--- src/rtl/phy_irq_pkg.sv ---
package phy_irq_pkg;
  localparam int DATA_W    = 16;
  localparam int ADDR_W    = 5;
  localparam int ADDR_BSR  = 1;
  localparam int ADDR_IEN  = 17;
  localparam int ADDR_ISR  = 18;
  localparam int EN_BITS   = 4;
  localparam int EN_TEST   = 0;
  localparam int EN_IRQ    = 1;
  localparam int EN_LNK    = 2;
  localparam int EN_DRV    = 3;
  localparam int ST_PEND   = 15;
  localparam int ST_CLKOK  = 14;
endpackage

--- src/rtl/phy_irq_regs.sv ---
module phy_irq_regs
  import phy_irq_pkg::*;
#(
  parameter int AW      = ADDR_W,
  parameter int NB      = EN_BITS,
  parameter int ADDR_EN = ADDR_IEN
) (
  input  logic          clk_i,
  input  logic          rst_ni,
  input  logic          we_i,
  input  logic [AW-1:0] addr_i,
  input  logic [NB-1:0] wdata_i,
  output logic [NB-1:0] en_q_o
);
  logic hit;
  assign hit = we_i && (addr_i == AW'(ADDR_EN));

  always_ff @(posedge clk_i or negedge rst_ni) begin
    if (!rst_ni)  en_q_o <= '0;
    else if (hit) en_q_o <= wdata_i;
  end

  p_hold_r2: assert property (@(posedge clk_i) disable iff (!rst_ni)
    !hit |=> $stable(en_q_o));
endmodule

--- src/rtl/phy_irq_clr_seq.sv ---
module phy_irq_clr_seq
  import phy_irq_pkg::*;
#(
  parameter int AW     = ADDR_W,
  parameter int ADDR_A = ADDR_BSR,
  parameter int ADDR_B = ADDR_ISR
) (
  input  logic          clk_i,
  input  logic          rst_ni,
  input  logic          re_i,
  input  logic [AW-1:0] addr_i,
  output logic          clr_o
);
  logic armed_q;
  logic rd_a, rd_b;

  assign rd_a  = re_i && (addr_i == AW'(ADDR_A));
  assign rd_b  = re_i && (addr_i == AW'(ADDR_B));
  assign clr_o = rd_b && armed_q;

  // any read re-decides the armed state; idle cycles keep it
  always_ff @(posedge clk_i or negedge rst_ni) begin
    if (!rst_ni)   armed_q <= 1'b0;
    else if (re_i) armed_q <= rd_a;
  end

  p_break_r7: assert property (@(posedge clk_i) disable iff (!rst_ni)
    (re_i && !rd_a) |=> !clr_o);
  p_arm_r6: assert property (@(posedge clk_i) disable iff (!rst_ni)
    rd_a |=> (rd_b -> clr_o));
endmodule

--- src/rtl/phy_irq_pend.sv ---
module phy_irq_pend (
  input  logic clk_i,
  input  logic rst_ni,
  input  logic set_i,
  input  logic clr_i,
  input  logic irq_en_i,
  input  logic line_en_i,
  output logic pend_o,
  output logic irq_no,
  output logic pulse_o
);
  logic pend_d_q;

  always_ff @(posedge clk_i or negedge rst_ni) begin
    if (!rst_ni) begin
      pend_o   <= 1'b0;
      pend_d_q <= 1'b0;
    end else begin
      pend_d_q <= pend_o;
      if (set_i)      pend_o <= 1'b1;  // set beats clear
      else if (clr_i) pend_o <= 1'b0;
    end
  end

  assign irq_no  = ~(pend_o & irq_en_i);
  assign pulse_o = pend_o & ~pend_d_q & irq_en_i & line_en_i;

  p_set_r4: assert property (@(posedge clk_i) disable iff (!rst_ni)
    set_i |=> pend_o);
  p_collide_r8: assert property (@(posedge clk_i) disable iff (!rst_ni)
    (set_i && clr_i) |=> pend_o);
  p_clr_r6: assert property (@(posedge clk_i) disable iff (!rst_ni)
    (clr_i && !set_i) |=> !pend_o);
  p_sticky_r7: assert property (@(posedge clk_i) disable iff (!rst_ni)
    (pend_o && !clr_i) |=> pend_o);
  p_one_clk_r9: assert property (@(posedge clk_i) disable iff (!rst_ni)
    pulse_o |=> !pulse_o);
  p_pulse_src_r9: assert property (@(posedge clk_i) disable iff (!rst_ni)
    pulse_o |-> (pend_o && !irq_no));
endmodule

--- src/rtl/phy_irq_ctrl.sv ---
module phy_irq_ctrl
  import phy_irq_pkg::*;
#(
  parameter int DW = DATA_W,
  parameter int AW = ADDR_W
) (
  input  logic          clk_i,
  input  logic          rst_ni,
  input  logic [AW-1:0] addr_i,
  input  logic [DW-1:0] wdata_i,
  input  logic          we_i,
  input  logic          re_i,
  output logic [DW-1:0] rdata_o,
  input  logic          link_evt_i,
  input  logic          clk_ok_i,
  input  logic          line_irq_en_i,
  output logic          irq_no,
  output logic          mdio_pulse_o
);
  logic [EN_BITS-1:0] en_q;
  logic               clr, set, pend;
  logic               unused_wdata;

  assign unused_wdata = ^wdata_i[DW-1:EN_BITS];

  phy_irq_regs #(.AW(AW), .NB(EN_BITS), .ADDR_EN(ADDR_IEN)) u_regs (
    .clk_i(clk_i), .rst_ni(rst_ni), .we_i(we_i), .addr_i(addr_i),
    .wdata_i(wdata_i[EN_BITS-1:0]), .en_q_o(en_q));

  phy_irq_clr_seq #(.AW(AW), .ADDR_A(ADDR_BSR), .ADDR_B(ADDR_ISR)) u_seq (
    .clk_i(clk_i), .rst_ni(rst_ni), .re_i(re_i), .addr_i(addr_i),
    .clr_o(clr));

  assign set = en_q[EN_IRQ] & (link_evt_i | en_q[EN_TEST]);

  phy_irq_pend u_pend (
    .clk_i(clk_i), .rst_ni(rst_ni), .set_i(set), .clr_i(clr),
    .irq_en_i(en_q[EN_IRQ]), .line_en_i(line_irq_en_i),
    .pend_o(pend), .irq_no(irq_no), .pulse_o(mdio_pulse_o));

  always_comb begin
    rdata_o = '0;
    if (addr_i == AW'(ADDR_IEN)) begin
      rdata_o[EN_BITS-1:0] = en_q;
    end else if (addr_i == AW'(ADDR_ISR)) begin
      rdata_o[ST_PEND]  = pend;
      rdata_o[ST_CLKOK] = clk_ok_i;
    end
  end

  p_strobe_r3: assert property (@(posedge clk_i) disable iff (!rst_ni)
    !(we_i && re_i));
  p_rsvd_r2: assert property (@(posedge clk_i) disable iff (!rst_ni)
    (addr_i == AW'(ADDR_IEN)) |-> (rdata_o[DW-1:EN_BITS] == '0));
  p_isr_low_r3: assert property (@(posedge clk_i) disable iff (!rst_ni)
    (addr_i == AW'(ADDR_ISR)) |-> (rdata_o[ST_CLKOK-1:0] == '0));
  p_pin_r5: assert property (@(posedge clk_i) disable iff (!rst_ni)
    (!irq_no) |-> en_q[EN_IRQ]);
endmodule

--- config.mk ---
export PLATFORM = sky130hd
export DESIGN_NAME = phy_irq_ctrl
export DESIGN_NICKNAME = d
export VERILOG_FILES = /design/src/rtl/phy_irq_pkg.sv /design/src/rtl/phy_irq_regs.sv /design/src/rtl/phy_irq_clr_seq.sv /design/src/rtl/phy_irq_pend.sv /design/src/rtl/phy_irq_ctrl.sv
export SDC_FILE = /design/constraint.sdc
export NUM_CORES = 1
export LEC_CHECK = 0
export ABC_CLOCK_PERIOD_IN_PS = 870
export BUFFER_PORTS_ARGS = -buffer_cell sky130_fd_sc_hd__buf_2
export CAP_MARGIN = 25
export CELL_PAD_IN_SITES_DETAIL_PLACEMENT = 1
export CELL_PAD_IN_SITES_GLOBAL_PLACEMENT = 1
export CORE_MARGIN = 4
export CORE_UTILIZATION = 20
export DETAILED_ROUTE_END_ITERATION = 8
export GPL_TIMING_DRIVEN = 0
export HOLD_SLACK_MARGIN = 0.05
export PLACE_DENSITY = 0.82
export SLEW_MARGIN = 15
export SYNTH_ARGS = -nofsm -noshare
export SYNTH_HDL_FRONTEND = slang
export SYNTH_SLANG_ARGS = --single-unit
--- constraint.sdc ---
create_clock -name clk_i -period 0.87 [get_ports clk_i]
set_clock_uncertainty 0.2 [all_clocks]
set_input_delay 0.0435 -clock clk_i [delete_from_list [all_inputs] [get_ports clk_i]]
set_output_delay 0.0435 -clock clk_i [all_outputs]
set_load 0.05 [all_outputs]
Yosys cells after proc, flatten, opt, wreduce, memory -nomap -nowiden
Index checks and enable logic that the tools add are counted.

Reduce and logical (&&, ||, !) cells: 5. Muxes and demuxes: 5. Bitwise operators: 8. Equality and inequality tests: 3.

Operators by type and width (number): 5-bit equality test, second input constant (2); 1-bit bitwise AND (5); 5-bit by 1-bit equality test with 1-bit output, second input constant (1); 1-bit logical AND (4); 2-bit 2-to-1 mux (2); 4-bit 2-to-1 mux (1); 1-bit 2-to-1 mux (2); 1-bit NOT (2); 2-bit nonzero test (1); 1-bit bitwise OR (1).

Word-level logic and storage cells: 25. Input bits: 28. Register bits: 7. Output and inout port bits: 18.

Depth between registers and ports, before layout
Gate-level depths: netlist (run 1).

Depth after elaboration: 5. Mapped depth: 3. Depth with buffers taken out: 3.

Cells and area by module
Synthesis (run 1) repeated with hierarchy kept, for this count alone.

Cell total of the unflattened synthesis: 48. Area total of the unflattened synthesis: 500.5 µm².

Modules (own cells, without submodules): phy_irq_regs (area each 180.2 µm², cells an instance 10, instances 1); phy_irq_ctrl (area each 168.9 µm², cells an instance 25, instances 1); phy_irq_pend (area each 81.3 µm², cells an instance 6, instances 1); phy_irq_clr_seq (area each 70.1 µm², cells an instance 7, instances 1).

Least setup slack after synthesis (run 1)
Ideal clock, no wire load.

Kind: register -> output. Start point: register u_pend.pend_o. End point: output port mdio_pulse_o. Cell stages (with the launch flop): 3. Buffers on the path: 0. Path slack: -1301 ps. Arrival time: 1927 ps. Cells stage by stage: dfrtp_1 > nand2_1 > nor3b_1.

Longest elaborated chain between the ends: 3.

Ends and longest elaborated chain: start, declared (RTL line phy_irq_pend.sv:8) `output logic pend_o,`; start signal, assigned (RTL line phy_irq_pend.sv:16) `pend_o <= 1'b0;`; start signal, assigned (RTL line phy_irq_pend.sv:20) `if (set_i) pend_o <= 1'b1;`; start signal, assigned (RTL line phy_irq_pend.sv:21) `else if (clr_i) pend_o <= 1'b0;`; 1-bit bitwise AND (3 in series) (RTL line phy_irq_pend.sv:26) `assign pulse_o = pend_o & ~pend_d_q & irq_en_i & line_en_i;`; end, declared (RTL line phy_irq_ctrl.sv:18) `output logic mdio_pulse_o`.

No other way between the ends.

Final worst setup path (run 1)
Ends and elaborated chain as after synthesis.

==> metrics.log, run 1 <==
[metrics] number of antenna violations at the first check in global routing: 0
[metrics] beginning of the critical path: u_pend.pend_o
[metrics] post-route cell area: 875.8 um2
[metrics] H-Tree Level Count: 1
[metrics] floorplan die area: about 3100 um2
[metrics] slack of the worst reg-to-reg path: -0.28 ns
[metrics] final-report setup violation count: 14
[metrics] final count of pins violating max slew: 0
[metrics] total length of routed wires: roughly 1400 um
[metrics] clk sink count: 7
[metrics] worst hold path type: input pin to flop
[metrics] commonest cells after routing, fill and taps aside: 14 x buf_4, 11 x buf_2, 10 x conb_1
[metrics] share of the clock period used by the worst path after layout: 154.6%
[metrics] ports placed on the boundary: 46
[metrics] initial core utilization: between 20% and 30%
[metrics] sequential element share of the synthesized area: around two fifths
[metrics] mean number of vias per cell: 3.811
[metrics] number of DRC markers after the initial detailed-route iteration: 0
[metrics] final estimated routing congestion in global placement: around 0.65
[metrics] Layout Nets: 113
[metrics] gate count after technology mapping: 42
[metrics] die span in y: about 56 um
[metrics] number of maximum-capacitance violations: 0
[metrics] Critical Path End: mdio_pulse_o
[metrics] Mapped Avg Cell Area: about 11 um2
[metrics] most frequent standard cell in the layout excluding fill and tap cells: buf_4
[metrics] first-pass GRT wire length: approximately 2200 um
[metrics] reported leakage power: 0.4335 nW
[metrics] Mapped Area: 451.7 um2
[metrics] violated checks: negative hold slack, negative setup slack
[metrics] type of the setup path with the least slack: flop to output pin
[metrics] Yosys Warn Count: 0
[metrics] Clock transition at path regs: ~0.05 ns
[metrics] fraction of layout cells with a size suffix above 1: slightly above 70%
[metrics] Fmax achieved: ~740 MHz
[metrics] min setup slack post-route: -0.4748 ns
[metrics] Critical R2R Capture: u_regs.en_q_o[1]
[metrics] clock buffer depth: 2
[metrics] kind of end point of the critical path: output pin
[metrics] post-place setup slack: -0.5668 ns
[metrics] Tmin final: roughly 1.3 ns
[metrics] number of clock buffers inserted by TritonCTS: 3
[metrics] GRT overflow: 0
[metrics] start of the worst register-to-register path: u_regs.en_q_o[1]
[metrics] die boundary width: about 56 um
[metrics] Layout area overhead: 93.91%
[metrics] antenna violation net count after detailed routing: 0
[metrics] average wire per standard cell: around 12 um
[metrics] Inserted Diodes: 0
[metrics] remaining design rule violation count: 0
[metrics] unrepaired setup endpoints after global routing: yes
[metrics] required time worst endpoint: 0.63 ns
[metrics] cell chosen for the clock root: clkbuf_4
[metrics] run status: finished with violations
[metrics] hold violation total from the final report: 13
[metrics] peak fanout along the critical path: 4
[metrics] pin count of the biggest net entering global routing: 8
[metrics] Core Box Area: between 2000 and 2500 um2
[metrics] post-cts hold buffer count: 1
[metrics] HPWL after DPL: 1084 um
[metrics] clock network latency to the later pin of the worst-skew pair: about 0.25 ns
[metrics] GRT Resource Usage Total: under 10%
[metrics] Data arrival, critical path: 1.10 ns
[metrics] num rows: 16
[metrics] TritonCTS clock tree: yes
[metrics] count of different cell masters after synthesis: 15
[metrics] area post-placement: just under 700 um2
[metrics] number of port buffers: 23
[metrics] FF+latch count, synth: 7
[metrics] number of global-route vias before repair: approximately 510
[metrics] worst ir drop on vdd: between 0.4 and 0.5 mV
[metrics] worst reg2reg path depth: 2
[metrics] via count: roughly 420
[metrics] Min Hold Slack: -0.1659 ns
[metrics] detailed-router iteration count before antenna repair: 1
[metrics] power density over cell area: approximately 1300 nW/um2
[metrics] startpoint types: flop
[metrics] post-layout utilization of the core: a little over two fifths
-- through the flow --
step / total power, mW / setup TNS [ns] / instances
floorplan: 0.6691 / -3.118 / 51
global placement: 0.7354 / -5.878 / 101
detailed placement: 0.7505 / -6.136 / 101
CTS: 1.107 / -4.475 / 110
global route: 1.209 / -4.904 / 111
finish: 1.146 / -4.404 / 111
-- report_power, final --
group	leakage, nW	total [mW]	internal (mW)	switching [mW]
clock	0.0150	0.296	0.175	0.121
sequential	0.0813	0.408	0.370	0.0380
combinational	0.337	0.442	0.212	0.230
total	0.434	1.15	0.756	0.389
-- repair_timing --
item,CTS,global route
gates cloned,0,0
setup endpoints to repair,14,14
pin swaps,2,2
hold endpoints to repair,13,13
gates resized for setup,28,8
setup buffers,4,2
-- state kept, by name, indices dropped and copies added, names as in the netlist --
signal / count
u_pend.pend_d_q: 1
u_pend.pend_o: 1
u_regs.en_q_o: 4
u_seq.armed_q: 1
-- worst min-delay path by stage --
stage / cells after the start / to / slack, ns / start
floorplan: 0 / u_pend.pend_d_q / -0.45 / rst_ni
global placement: 1 / u_regs.en_q_o[2] / -0.32 / rst_ni
detailed placement: 1 / u_pend.pend_d_q / -0.31 / rst_ni
CTS: 2 / u_regs.en_q_o[2] / -0.17 / wdata_i[2]
global route: 2 / u_regs.en_q_o[2] / -0.16 / wdata_i[2]
finish: 2 / u_regs.en_q_o[2] / -0.17 / wdata_i[2]
-- routing by layer --
layer  vias up  global-route usage [%]  wire length, um
met3         0                   3.497               86
met4         0                   2.083                0
met1       199                   8.824              466
met2        16                   18.58              801
met5         -                       0                0
li1        208                       -                -
-- cell families (layout without fill, tap and decap cells) --
family | after synthesis | count (layout) | share of synthesized area [%]
compound gates | 2 | 2 | 2.216
buf+inv | 10 | 43 | 16.62
flops | 7 | 7 | 38.78
mux | 5 | 5 | 12.46
other cells | 1 | 10 | 0.8302
simple gates | 17 | 17 | 29.09
-- layout make-up --
cell class / count / area [um2]
fillers: 235 / 1186
multi-input cells: 34 / 292.8
repair buffers: 29 / 271.5
flip-flops and latches: 7 / 176.4
plain buffers: 10 / 75.07
well taps: 27 / 33.78
clock buffers: 4 / 26.28
-- worst max-delay path: stages, from the launching register on --
cell,delay (ns)
dfrtp_1,0.42
nand2_4,0.08
nor3b_4,0.18
buf_6,0.18
-- cell usage after synthesis --
library cell / n / area [um2]
mux2_2: 5 / 56.30
o21ai_0: 2 / 10.01
or3b_1: 1 / 8.760
nand2b_4: 1 / 13.76
nor4_1: 1 / 6.260
and2_1: 6 / 37.54
buf_4: 10 / 75.07
nor3b_2: 1 / 12.51
conb_1: 1 / 3.750
nand4b_1: 1 / 8.760
nor2_1: 1 / 3.750
dfrtp_1: 7 / 175.2
nor4_4: 1 / 21.27
nand2_1: 3 / 11.26
nor3b_1: 1 / 7.510
Power figures use the tool's default switching activity.
==> inputs of run 2 (changes only) <==
--- a/config.mk
+++ b/config.mk
@@ -5,17 +5,17 @@
 export SDC_FILE = /design/constraint.sdc
 export NUM_CORES = 1
 export LEC_CHECK = 0
-export ABC_CLOCK_PERIOD_IN_PS = 870
+export ABC_CLOCK_PERIOD_IN_PS = 1300
 export BUFFER_PORTS_ARGS = -buffer_cell sky130_fd_sc_hd__buf_2
 export CAP_MARGIN = 25
 export CELL_PAD_IN_SITES_DETAIL_PLACEMENT = 1
 export CELL_PAD_IN_SITES_GLOBAL_PLACEMENT = 1
 export CORE_MARGIN = 4
-export CORE_UTILIZATION = 20
+export CORE_UTILIZATION = 22
 export DETAILED_ROUTE_END_ITERATION = 8
 export GPL_TIMING_DRIVEN = 0
 export HOLD_SLACK_MARGIN = 0.05
-export PLACE_DENSITY = 0.82
+export PLACE_DENSITY = 0.85
 export SLEW_MARGIN = 15
 export SYNTH_ARGS = -nofsm -noshare
 export SYNTH_HDL_FRONTEND = slang
==> constraint.sdc (replaced) <==
create_clock -name clk_i -period 1.3 [get_ports clk_i]
set_clock_uncertainty 0.2 [all_clocks]
set_input_delay 0.065 -clock clk_i [delete_from_list [all_inputs] [get_ports clk_i]]
set_output_delay 0.065 -clock clk_i [all_outputs]
set_load 0.05 [all_outputs]
==> run 2 against run 1 <==
  * Sequential share of layout area shrank 1.3 points
  * Via count is 7.6% higher
  * Clock power fell by 35%
  * First-iteration DRC count is 1 higher
  * Largest cell class unchanged
  * The flow finishes with violations (negative setup slack)
  * Register-to-register slack better by 0.44 ns
  * Sequential power fell by 33%
  * Hold slack better by 0.20 ns
  * Global-route usage is 0.47 points higher
==> metrics.log, run 2 (synthesized netlist as in run 1, its figures left out) <==
[metrics] run status: finished with violations
[metrics] violated checks: negative setup slack
[metrics] num rows: 16
[metrics] Layout Nets: between 100 and 150
[metrics] worst hold path type: input pin to flop
[metrics] total length of routed wires: between 1000 and 1500 um
[metrics] number of global-route vias before repair: around 450
[metrics] number of maximum-capacitance violations: 0
[metrics] cell chosen for the clock root: clkbuf_4
[metrics] reported leakage power: about 0.46 nW
[metrics] number of clock buffers inserted by TritonCTS: 3
[metrics] flip-flop count of the largest register, all copies and words added: 4
[metrics] Clock transition at path regs: 0.05 ns
[metrics] final-report setup violation count: 5
[metrics] GRT overflow: 0
[metrics] via count: 455
[metrics] Core Box Area: slightly below 2000 um2
[metrics] area post-placement: 660.6 um2
[metrics] initial core utilization: between 20 and 25%
[metrics] total power consumption of the routed design: between 0.7 and 0.8 mW
[metrics] Data arrival, critical path: ~1.1 ns
[metrics] commonest cells after routing, fill and taps aside: 14 x buf_2, 13 x buf_4, 10 x conb_1
[metrics] most frequent standard cell in the layout excluding fill and tap cells: buf_2
[metrics] largest register by flop count: u_regs.en_q_o
[metrics] fraction of layout cells with a size suffix above 1: ~66%
[metrics] detailed-router iteration count before antenna repair: 2
[metrics] unrepaired setup endpoints after global routing: yes
[metrics] clk sink count: 7
[metrics] number of DRC markers after the initial detailed-route iteration: 1
[metrics] ports placed on the boundary: 46
[metrics] remaining design rule violation count: 0
[metrics] die span in y: ~53 um
[metrics] clock buffer depth: 2
[metrics] worst ir drop on vdd: 0.3961 mV
[metrics] Tmin final: approximately 1.4 ns
[metrics] die boundary width: between 50 and 60 um
[metrics] post-place setup slack: -0.2666 ns
[metrics] TritonCTS clock tree: yes
[metrics] post-cts hold buffer count: 10
[metrics] startpoint types: input pin
[metrics] Fmax achieved: approximately 740 MHz
[metrics] share of the clock period used by the worst path after layout: 104.4%
[metrics] GRT Resource Usage Total: under 10%
[metrics] HPWL after DPL: just under 1000 um
[metrics] average wire per standard cell: 11.57 um
[metrics] type of the setup path with the least slack: input pin to output pin
[metrics] post-route cell area: about 930 um2
[metrics] first-pass GRT wire length: just under 2000 um
[metrics] hold violation total from the final report: 0
[metrics] power density over cell area: between 700 and 800 nW/um2
[metrics] H-Tree Level Count: 1
[metrics] antenna violation net count after detailed routing: 0
[metrics] floorplan die area: 2842 um2
[metrics] final count of pins violating max slew: 0
[metrics] Layout area overhead: 106.9%
[metrics] pin count of the biggest net entering global routing: 8
[metrics] kind of end point of the critical path: output pin
[metrics] final estimated routing congestion in global placement: 0.6255
[metrics] number of antenna violations at the first check in global routing: 0
[metrics] clock network latency to the later pin of the worst-skew pair: 0.25 ns
[metrics] peak fanout along the critical path: 3
[metrics] min setup slack post-route: -0.05699 ns
[metrics] number of port buffers: 23
[metrics] Inserted Diodes: 0
[metrics] mean number of vias per cell: roughly 3.8
[metrics] required time worst endpoint: 1.03 ns
-- run 2: cell types whose count changed in the layout (fill, tap and decap cells not counted), moves of 3 or more --
| cell | delta |
|---|---|
| buf_2 | +3 |
| dlygate4sd3_1 | +8 |
| mux2_2 | +4 |
| mux2_4 | -4 |
-- run 2: final timing paths --
kind / from / endpoint / slack [ns] / depth (start not counted)
worst min register to register: u_seq.armed_q / u_seq.armed_q / 0.32 / 1
worst max register to register: u_pend.pend_o / u_pend.pend_o / 0.16 / 4
max in group asynchronous: rst_ni / u_regs.en_q_o[1] / 0.66 / 3
worst max-delay path: addr_i[3] / rdata_o[15] / -0.06 / 5
min in group asynchronous: rst_ni / u_regs.en_q_o[2] / 0.07 / 3
worst min-delay path: addr_i[2] / u_pend.pend_o / 0.04 / 4
-- run 2: area by class of cell --
class,instances,area (um2)
tap,27,33.78
buffer,10,75.07
clock buffer,4,26.28
sequential,7,176.4
fill,239,1027
timing repair buffer,37,332.8
multi-input combinational,34,290.3
-- run 2: layer usage --
layer,GRT usage [%],share of wire [%],up-vias,routed length (um)
met3,3.662,7.8,2,108
met4,5.106,0.58,0,8
li1,-,-,225,-
met5,0,0,-,0
met1,10.14,38,210,528
met2,16.94,53,18,733
-- run 2: per-stage QoR --
| step | hold slack (ns) | TNS (ns) | std cells | utilization [%] |
|---|---|---|---|---|
| floorplan | -0.4306 | -0.004227 | 51 | - |
| global route | 0.03189 | -0.4303 | 119 | 47.64 |
| CTS | -0.005881 | -0.4570 | 118 | 44.64 |
| global placement | -0.2965 | -1.534 | 101 | 33.67 |
| finish | 0.03546 | -0.1558 | 119 | 47.64 |
| detailed placement | -0.2957 | -1.750 | 101 | 33.67 |
-- run 2: report_power, final --
group          internal (mW)  switching (mW)
clock network          0.117          0.0754
registers              0.248          0.0244
logic                  0.116           0.150
total                  0.480           0.250
-- run 2: critical path, cell delays in order --
cell and delay, ns:
buf_8 0.09, or3b_4 0.43, nor3b_4 0.20, and2_4 0.17
buf_8 0.14
-- run 2: what timing repair did --
item	4_1_cts	5_1_grt
gates resized for setup	22	17
hold endpoints to repair	13	1
endpoints found under the setup margin	8	9
buffers inserted	3	1
pin swaps	5	6
